## src/rtl/patgen_pkg.sv

```systemverilog
package patgen_pkg;
  typedef enum logic {
    MODE_EXH = 1'b0,
    MODE_WGT = 1'b1
  } mode_e;

  typedef enum logic [1:0] {
    WGT_HALF   = 2'd0,
    WGT_QUART  = 2'd1,
    WGT_3QUART = 2'd2,
    WGT_EIGHTH = 2'd3
  } weight_e;
endpackage

```

## src/rtl/patgen_lfsr.sv

```systemverilog
module patgen_lfsr #(
  parameter int unsigned      W    = 8,
  parameter logic [W-1:0]     TAPS = 8'b1011_1000,
  parameter logic [W-1:0]     SEED = 8'hA5
) (
  input  logic         clk_i,
  input  logic         rst_ni,
  input  logic         load_i,
  input  logic         adv_i,
  output logic [W-1:0] state_o
);
  localparam logic [W-1:0] MSB_ONLY = {1'b1, {(W-1){1'b0}}};

  logic [W-1:0] state_q;
  logic         fb;

  // zero-detect on the lower bits splices the all-zero state into the cycle
  assign fb = (^(state_q & TAPS)) ^ (state_q[W-2:0] == '0);

  always_ff @(posedge clk_i or negedge rst_ni) begin
    if (!rst_ni)      state_q <= SEED;
    else if (load_i)  state_q <= SEED;
    else if (adv_i)   state_q <= {state_q[W-2:0], fb};
  end

  assign state_o = state_q;


  zero_insert_chk: assert property (@(posedge clk_i) disable iff (!rst_ni)
    (adv_i && !load_i && state_q == MSB_ONLY) |=> state_q == '0);

  zero_exit_chk: assert property (@(posedge clk_i) disable iff (!rst_ni)
    (adv_i && !load_i && state_q == '0) |=> state_q == W'(1));

  seed_load_chk: assert property (@(posedge clk_i) disable iff (!rst_ni)
    load_i |=> state_q == SEED);
endmodule

```

## src/rtl/patgen_weight.sv

```systemverilog
module patgen_weight
  import patgen_pkg::*;
#(
  parameter int unsigned W = 8
) (
  input  logic [W-1:0]   state_i,
  input  logic [2*W-1:0] weight_i,
  output logic [W-1:0]   pat_o
);
  for (genvar j = 0; j < W; j++) begin : g_bit
    localparam int unsigned JB = (j + 3) % W;
    localparam int unsigned JC = (j + 5) % W;
    weight_e sel;
    assign sel = weight_e'(weight_i[2*j +: 2]);

    always_comb begin
      unique case (sel)
        WGT_HALF:   pat_o[j] = state_i[j];
        WGT_QUART:  pat_o[j] = state_i[j] & state_i[JB];
        WGT_3QUART: pat_o[j] = state_i[j] | state_i[JB];
        default:    pat_o[j] = state_i[j] & state_i[JB] & state_i[JC];
      endcase
    end


    always_comb begin
      weight_bound_chk: assert (sel == WGT_3QUART || !pat_o[j] || state_i[j]);
    end
  end
endmodule

```

## src/rtl/patgen_ctrl.sv

```systemverilog
module patgen_ctrl
  import patgen_pkg::*;
#(
  parameter int unsigned W     = 8,
  parameter int unsigned CNT_W = 16
) (
  input  logic             clk_i,
  input  logic             rst_ni,
  input  logic             start_i,
  input  logic             mode_i,
  input  logic [CNT_W-1:0] count_i,
  output logic             load_o,
  output logic             adv_o,
  output logic             valid_o,
  output logic             done_o,
  output mode_e            mode_o
);
  localparam int unsigned      EXH_INT = 2 ** W;
  localparam logic [CNT_W-1:0] EXH_LEN = CNT_W'(EXH_INT);

  logic             run_q, done_q;
  logic [CNT_W-1:0] cnt_q, lim_q, start_lim, cnt_nxt;
  mode_e            mode_q;

  assign start_lim = (mode_e'(mode_i) == MODE_WGT) ? count_i : EXH_LEN;
  assign cnt_nxt   = cnt_q + 1'b1;

  always_ff @(posedge clk_i or negedge rst_ni) begin
    if (!rst_ni) begin
      run_q  <= 1'b0;
      done_q <= 1'b0;
      cnt_q  <= '0;
      lim_q  <= '0;
      mode_q <= MODE_EXH;
    end else if (start_i) begin
      mode_q <= mode_e'(mode_i);
      lim_q  <= start_lim;
      cnt_q  <= '0;
      run_q  <= (start_lim != '0);
      done_q <= (start_lim == '0);
    end else if (run_q) begin
      cnt_q <= cnt_nxt;
      if (cnt_nxt == lim_q) begin
        run_q  <= 1'b0;
        done_q <= 1'b1;
      end
    end
  end

  assign load_o  = start_i;
  assign adv_o   = run_q & ~start_i;
  assign valid_o = run_q;
  assign done_o  = done_q;
  assign mode_o  = mode_q;


  excl_chk: assert property (@(posedge clk_i) disable iff (!rst_ni)
    !(run_q && done_q));

  done_hold_chk: assert property (@(posedge clk_i) disable iff (!rst_ni)
    (done_q && !start_i) |=> done_q);

  len_bound_chk: assert property (@(posedge clk_i) disable iff (!rst_ni)
    run_q |-> cnt_q < lim_q);

  empty_run_chk: assert property (@(posedge clk_i) disable iff (!rst_ni)
    (start_i && mode_i && count_i == '0) |=> (done_q && !run_q));

  restart_chk: assert property (@(posedge clk_i) disable iff (!rst_ni)
    start_i |=> cnt_q == '0);
endmodule

```

## src/rtl/patgen_top.sv

```systemverilog
module patgen_top
  import patgen_pkg::*;
#(
  parameter int unsigned  W     = 8,
  parameter int unsigned  CNT_W = 16,
  parameter logic [W-1:0] TAPS  = 8'b1011_1000,
  parameter logic [W-1:0] SEED  = 8'hA5
) (
  input  logic             clk_i,
  input  logic             rst_ni,
  input  logic             start_i,
  input  logic             mode_i,
  input  logic [2*W-1:0]   weight_i,
  input  logic [CNT_W-1:0] count_i,
  output logic [W-1:0]     pattern_o,
  output logic             valid_o,
  output logic             done_o
);
  logic         load, adv;
  logic [W-1:0] state, wpat;
  mode_e        mode_q;

  patgen_ctrl #(.W(W), .CNT_W(CNT_W)) u_ctrl (
    .clk_i   (clk_i),
    .rst_ni  (rst_ni),
    .start_i (start_i),
    .mode_i  (mode_i),
    .count_i (count_i),
    .load_o  (load),
    .adv_o   (adv),
    .valid_o (valid_o),
    .done_o  (done_o),
    .mode_o  (mode_q)
  );

  patgen_lfsr #(.W(W), .TAPS(TAPS), .SEED(SEED)) u_lfsr (
    .clk_i   (clk_i),
    .rst_ni  (rst_ni),
    .load_i  (load),
    .adv_i   (adv),
    .state_o (state)
  );

  patgen_weight #(.W(W)) u_weight (
    .state_i  (state),
    .weight_i (weight_i),
    .pat_o    (wpat)
  );

  assign pattern_o = (mode_q == MODE_WGT) ? wpat : state;


  idle_after_reset_chk: assert property (@(posedge clk_i) disable iff (!rst_ni)
    (!$past(start_i) && !$past(valid_o) && !$past(done_o)) |-> (!valid_o && !done_o));
endmodule

```

## config.mk

```make
export PLATFORM = sky130hd
export DESIGN_NAME = patgen_top
export DESIGN_NICKNAME = d
export VERILOG_FILES = /design/src/rtl/patgen_pkg.sv /design/src/rtl/patgen_lfsr.sv /design/src/rtl/patgen_weight.sv /design/src/rtl/patgen_ctrl.sv /design/src/rtl/patgen_top.sv
export SDC_FILE = /design/constraint.sdc
export NUM_CORES = 1
export LEC_CHECK = 0
export BUFFER_PORTS_ARGS = -buffer_cell sky130_fd_sc_hd__buf_2
export CORE_MARGIN = 2
export CORE_UTILIZATION = 56
export DETAILED_ROUTE_END_ITERATION = 12
export MAX_ROUTING_LAYER = met4
export PLACE_DENSITY = 0.77
export SKIP_LAST_GASP = 1
export SYNTH_ARGS = -nofsm -noshare
export SYNTH_HDL_FRONTEND = slang
export SYNTH_SLANG_ARGS = --single-unit
```

## constraint.sdc

```tcl
create_clock -name clk_i -period 2.9 [get_ports clk_i]
set_input_delay 0.145 -clock clk_i [delete_from_list [all_inputs] [get_ports clk_i]]
set_output_delay 0.145 -clock clk_i [all_outputs]
set_load 0.05 [all_outputs]
```

==> results.json <==
{
  "status": "complete, but fails checks",
  "violated_checks": "negative hold slack",
  "yosys_register_bits": 43,
  "timing.setup.critical_path_class": "reg -> reg",
  "critical_path.max_fanout": 8,
  "clock_buffer_count_from_cts": 5,
  "crit_path_cell_trace": "ha_1 -> nand4_1 -> or3_1 -> and4b_1 -> a311o_1 -> and3_1 -> a31o_1",
  "top_level_ports": 46,
  "path_delay_family": "simple AND/OR/NAND/NOR gates",
  "placement.cell_area_um2": 2890,
  "worst_ep_required_time_ps": 3090,
  "setup_viol": 0,
  "detailroute.via_count": 2297,
  "max_clock_freq_mhz": 437,
  "timing.slew.headroom_pct": 36.6,
  "largest_family_of_logic_cells_by_synthesized_area": "simple AND/OR/NAND/NOR gates",
  "count_of_input_and_output_buffers": 45,
  "crit_slowest_cell": "sky130_fd_sc_hd__dfrtp_1",
  "grt_antenna_before_repair": 0,
  "detailedRoute.firstIterationViolations": 147,
  "coreArea_um2": 4660,
  "final_routed_wirelength_across_all_metal_layers_um": 6020,
  "cp.arrival_ps": 2480,
  "synth_top_cell_by_area": "sky130_fd_sc_hd__dfrtp_1",
  "post-route-util_pct": 64.5,
  "synth_cells": 298,
  "synthAdderAreaFrac_pct": 0.937,
  "hold_path.class": "in -> async",
  "fin_crit_sh_pct": 79.0,
  "synth_simple_gate_area_share_pct": 21.6,
  "worst_hold_slack_ps": -8.46,
  "synth.avg_cell_area_um2": 8.96,
  "std_cell_rows": 25,
  "synth_nets": 336,
  "die_width_um": 73.1,
  "cts-htree-levels": 2,
  "worstSetupEndpointType": "flop",
  "fin_nets": 369,
  "synth_top_flop_cell": "sky130_fd_sc_hd__dfrtp_1",
  "power.leakage_uw": 0.00134,
  "crit_path_start_kind": "flop",
  "grt_start_max_net_pins": 44,
  "hpwl_um": 4290,
  "slew_at_the_pin_closest_to_its_max_slew_limit_ps": 951,
  "synth_enable_flop_cells": 0,
  "insertion_delay_ps": 300,
  "ctsHoldBuffers": 0,
  "period_minus_slack_ps": 2290,
  "areaGrowthSynthToFinish_pct": 12.5,
  "cts.sink_count": 43,
  "post_route_skew_ps": 6.81,
  "ys_types": 44,
  "grt_util_all_layers_pct": 24.2,
  "routed_via_density": 5.95,
  "ant_nets": 0,
  "initial_utilization_pct": 57.3,
  "die-area_um2": 5340,
  "cts.repair_timing.setup_buffer_count": 0,
  "max-cap-violations": 0,
  "synth-warning-count": 0,
  "post-place-cells": 378,
  "drc": 0,
  "firstDrtPassIters": 4,
  "detail_route.wl_per_cell_um": 15.6,
  "vdd_drop_max_uv": 396,
  "ys_seq_area_share_pct": 40.5,
  "synth_xor_area_share_pct": 11.8,
  "most_used_cells_in_the_layout_excluding_fill_and_tap_cells": "sky130_fd_sc_hd__buf_2, sky130_fd_sc_hd__dfrtp_1, sky130_fd_sc_hd__nor2_1",
  "syn_area_um2": 2670,
  "clk_pin_slew_worst_paths_ps": 80,
  "cts_max_path_buffers": 2,
  "final_critical_path_setup_slack_ps": 610,
  "cts_tree": "yes",
  "layout.cells.non_filler": 386,
  "grt_setup_unrepaired": "no",
  "critical_path.n_buffers_inverters": 0,
  "clockRootBuffer": "sky130_fd_sc_hd__clkbuf_8",
  "gp_congestion": 0.896,
  "fillers": 380,
  "place_worst_setup_slack_ps": 624,
  "post_synth_mux_area_share_pct": 3.37,
  "final-max-slew-violation-count": 0,
  "final_area_um2": 3000,
  "die_span_in_y_um": 73.1,
  "yosys.area.top_type_share_pct": 36.5,
  "powerDensity_nw_per_um2": 494,
  "post_cts_resize_count": 0,
  "num_antenna_cells": 0,
  "mostFrequentLayoutCell": "sky130_fd_sc_hd__buf_2",
  "drive_gt1_share_pct": 19.0,
  "grt_pass1_wl_um": 9710,
  "globalRoute.totalOverflow": 0,
  "async_reset_ff_share_pct": 100,
  "final-hold-violation-count": 30,
  "first_global_vias": 1958,
  "compound_cell_area_share_of_the_yosys_netlist_pct": 17.1,
  "critPathMaxStageDelay_ps": 480,
  "synthTopCellsByArea": "sky130_fd_sc_hd__dfrtp_1, sky130_fd_sc_hd__xor2_1, sky130_fd_sc_hd__xnor2_1, sky130_fd_sc_hd__a22o_1, sky130_fd_sc_hd__nor2_1",
  "setup_total_negative_slack_ps": 0
}
[flip-flops by register name, indices dropped and copies added, names as in the netlist]
name            count
u_ctrl.lim_q       16
u_ctrl.valid_o      1
u_ctrl.done_o       1
u_lfsr.state_o      8
u_ctrl.cnt_q       16
u_ctrl.mode_o       1
[power breakdown]
| group | leakage [uW] | internal (uW) | switching, uW | total [uW] |
|---|---|---|---|---|
| Combinational | 0.000730 | 119 | 178 | 298 |
| Clock | 0.0000587 | 261 | 218 | 479 |
| Sequential | 0.000556 | 641 | 66.0 | 707 |
[kinds of logic after synthesis]
| group | after synthesis |
|---|---|
| AND/OR/NAND/NOR | 109 |
| buffers and inverters | 30 |
| AO/OA/AOI/OAI | 69 |
| flip-flops | 43 |
| multiplexers | 9 |
| adder cells (fa/ha/maj) | 2 |
| XOR/XNOR | 36 |
[worst register-to-register path, cell delays in order, from the launching register on]
cell,delay [ps]
sky130_fd_sc_hd__dfrtp_1,480
sky130_fd_sc_hd__ha_1,350
sky130_fd_sc_hd__nand4_1,130
sky130_fd_sc_hd__or3_1,360
sky130_fd_sc_hd__and4b_1,200
sky130_fd_sc_hd__a311o_1,270
sky130_fd_sc_hd__and3_1,180
sky130_fd_sc_hd__a31o_1,220
[cell type report]
class	count	area (um^2)	area share, %
Clock inverter	3	47.5	1.58
Sequential cell	43	1080	36.0
Tap cell	54	67.6	2.25
Multi-Input combinational cell	225	1470	48.8
Inverter	9	33.8	1.12
Clock buffer	5	68.8	2.29
Timing Repair Buffer	47	240	8.00
[per-stage QoR]
stage | hold WS, ps | power [uW]
after global placement | 336 | 1010
after global routing | 66.1 | 1550
final | -8.46 | 1480
after CTS | 14.4 | 1500
after floorplan | -151 | 920
after detailed placement | 345 | 1020
[cells in the mapped netlist (2+ instances only)]
master and n:
sky130_fd_sc_hd__and3_1 3, sky130_fd_sc_hd__nand3_2 2, sky130_fd_sc_hd__a21boi_0 4, sky130_fd_sc_hd__nor4b_1 2, sky130_fd_sc_hd__nor2b_1 5, sky130_fd_sc_hd__or3_1 3
sky130_fd_sc_hd__o211ai_1 2, sky130_fd_sc_hd__o21ai_0 21, sky130_fd_sc_hd__inv_1 9, sky130_fd_sc_hd__a22o_1 15, sky130_fd_sc_hd__xnor2_1 17, sky130_fd_sc_hd__nand4_1 6
sky130_fd_sc_hd__nor4_1 8, sky130_fd_sc_hd__nor3_1 7, sky130_fd_sc_hd__buf_2 7, sky130_fd_sc_hd__nor2_1 29, sky130_fd_sc_hd__xor2_1 19, sky130_fd_sc_hd__a211oi_1 3
sky130_fd_sc_hd__nand2_1 23, sky130_fd_sc_hd__clkbuf_1 11, sky130_fd_sc_hd__a21oi_1 8, sky130_fd_sc_hd__nand3_1 10, sky130_fd_sc_hd__dfrtp_1 39, sky130_fd_sc_hd__a31oi_1 8
sky130_fd_sc_hd__dfstp_2 4, sky130_fd_sc_hd__ha_1 2, sky130_fd_sc_hd__and4b_1 2, sky130_fd_sc_hd__o22ai_1 2, sky130_fd_sc_hd__nand2b_1 3, sky130_fd_sc_hd__mux2i_1 9
sky130_fd_sc_hd__buf_1 2
[per-layer routing]
| metal | vias up | GRT usage [%] | wire, um |
|---|---|---|---|
| li1 | 1125 | - | - |
| met1 | 1106 | 35.1 | 2930 |
| met2 | 59 | 35.1 | 2770 |
| met3 | 7 | 4.14 | 265 |
| met4 | 0 | 6.58 | 59 |
| met5 | - | - | 0 |
[path summary, 6_finish.rpt]
path	from	endpoint	slack (ps)	cells past startpoint
min in group clk_i	count_i[12]	u_ctrl.lim_q[12]$_DFFE_PN0P_	70	2
min	rst_ni	u_ctrl.done_o$_DFFE_PN0P_	-8	1
min reg2reg	u_ctrl.lim_q[4]$_DFFE_PN0P_	u_ctrl.lim_q[4]$_DFFE_PN0P_	550	1
max in group asynchronous	rst_ni	u_ctrl.cnt_q[0]$_DFFE_PN0P_	2320	1
max reg2reg	u_ctrl.cnt_q[0]$_DFFE_PN0P_	u_ctrl.done_o$_DFFE_PN0P_	610	7
max	u_ctrl.cnt_q[0]$_DFFE_PN0P_	u_ctrl.done_o$_DFFE_PN0P_	610	7
No activity file was read; power rests on OpenSTA's default activity.
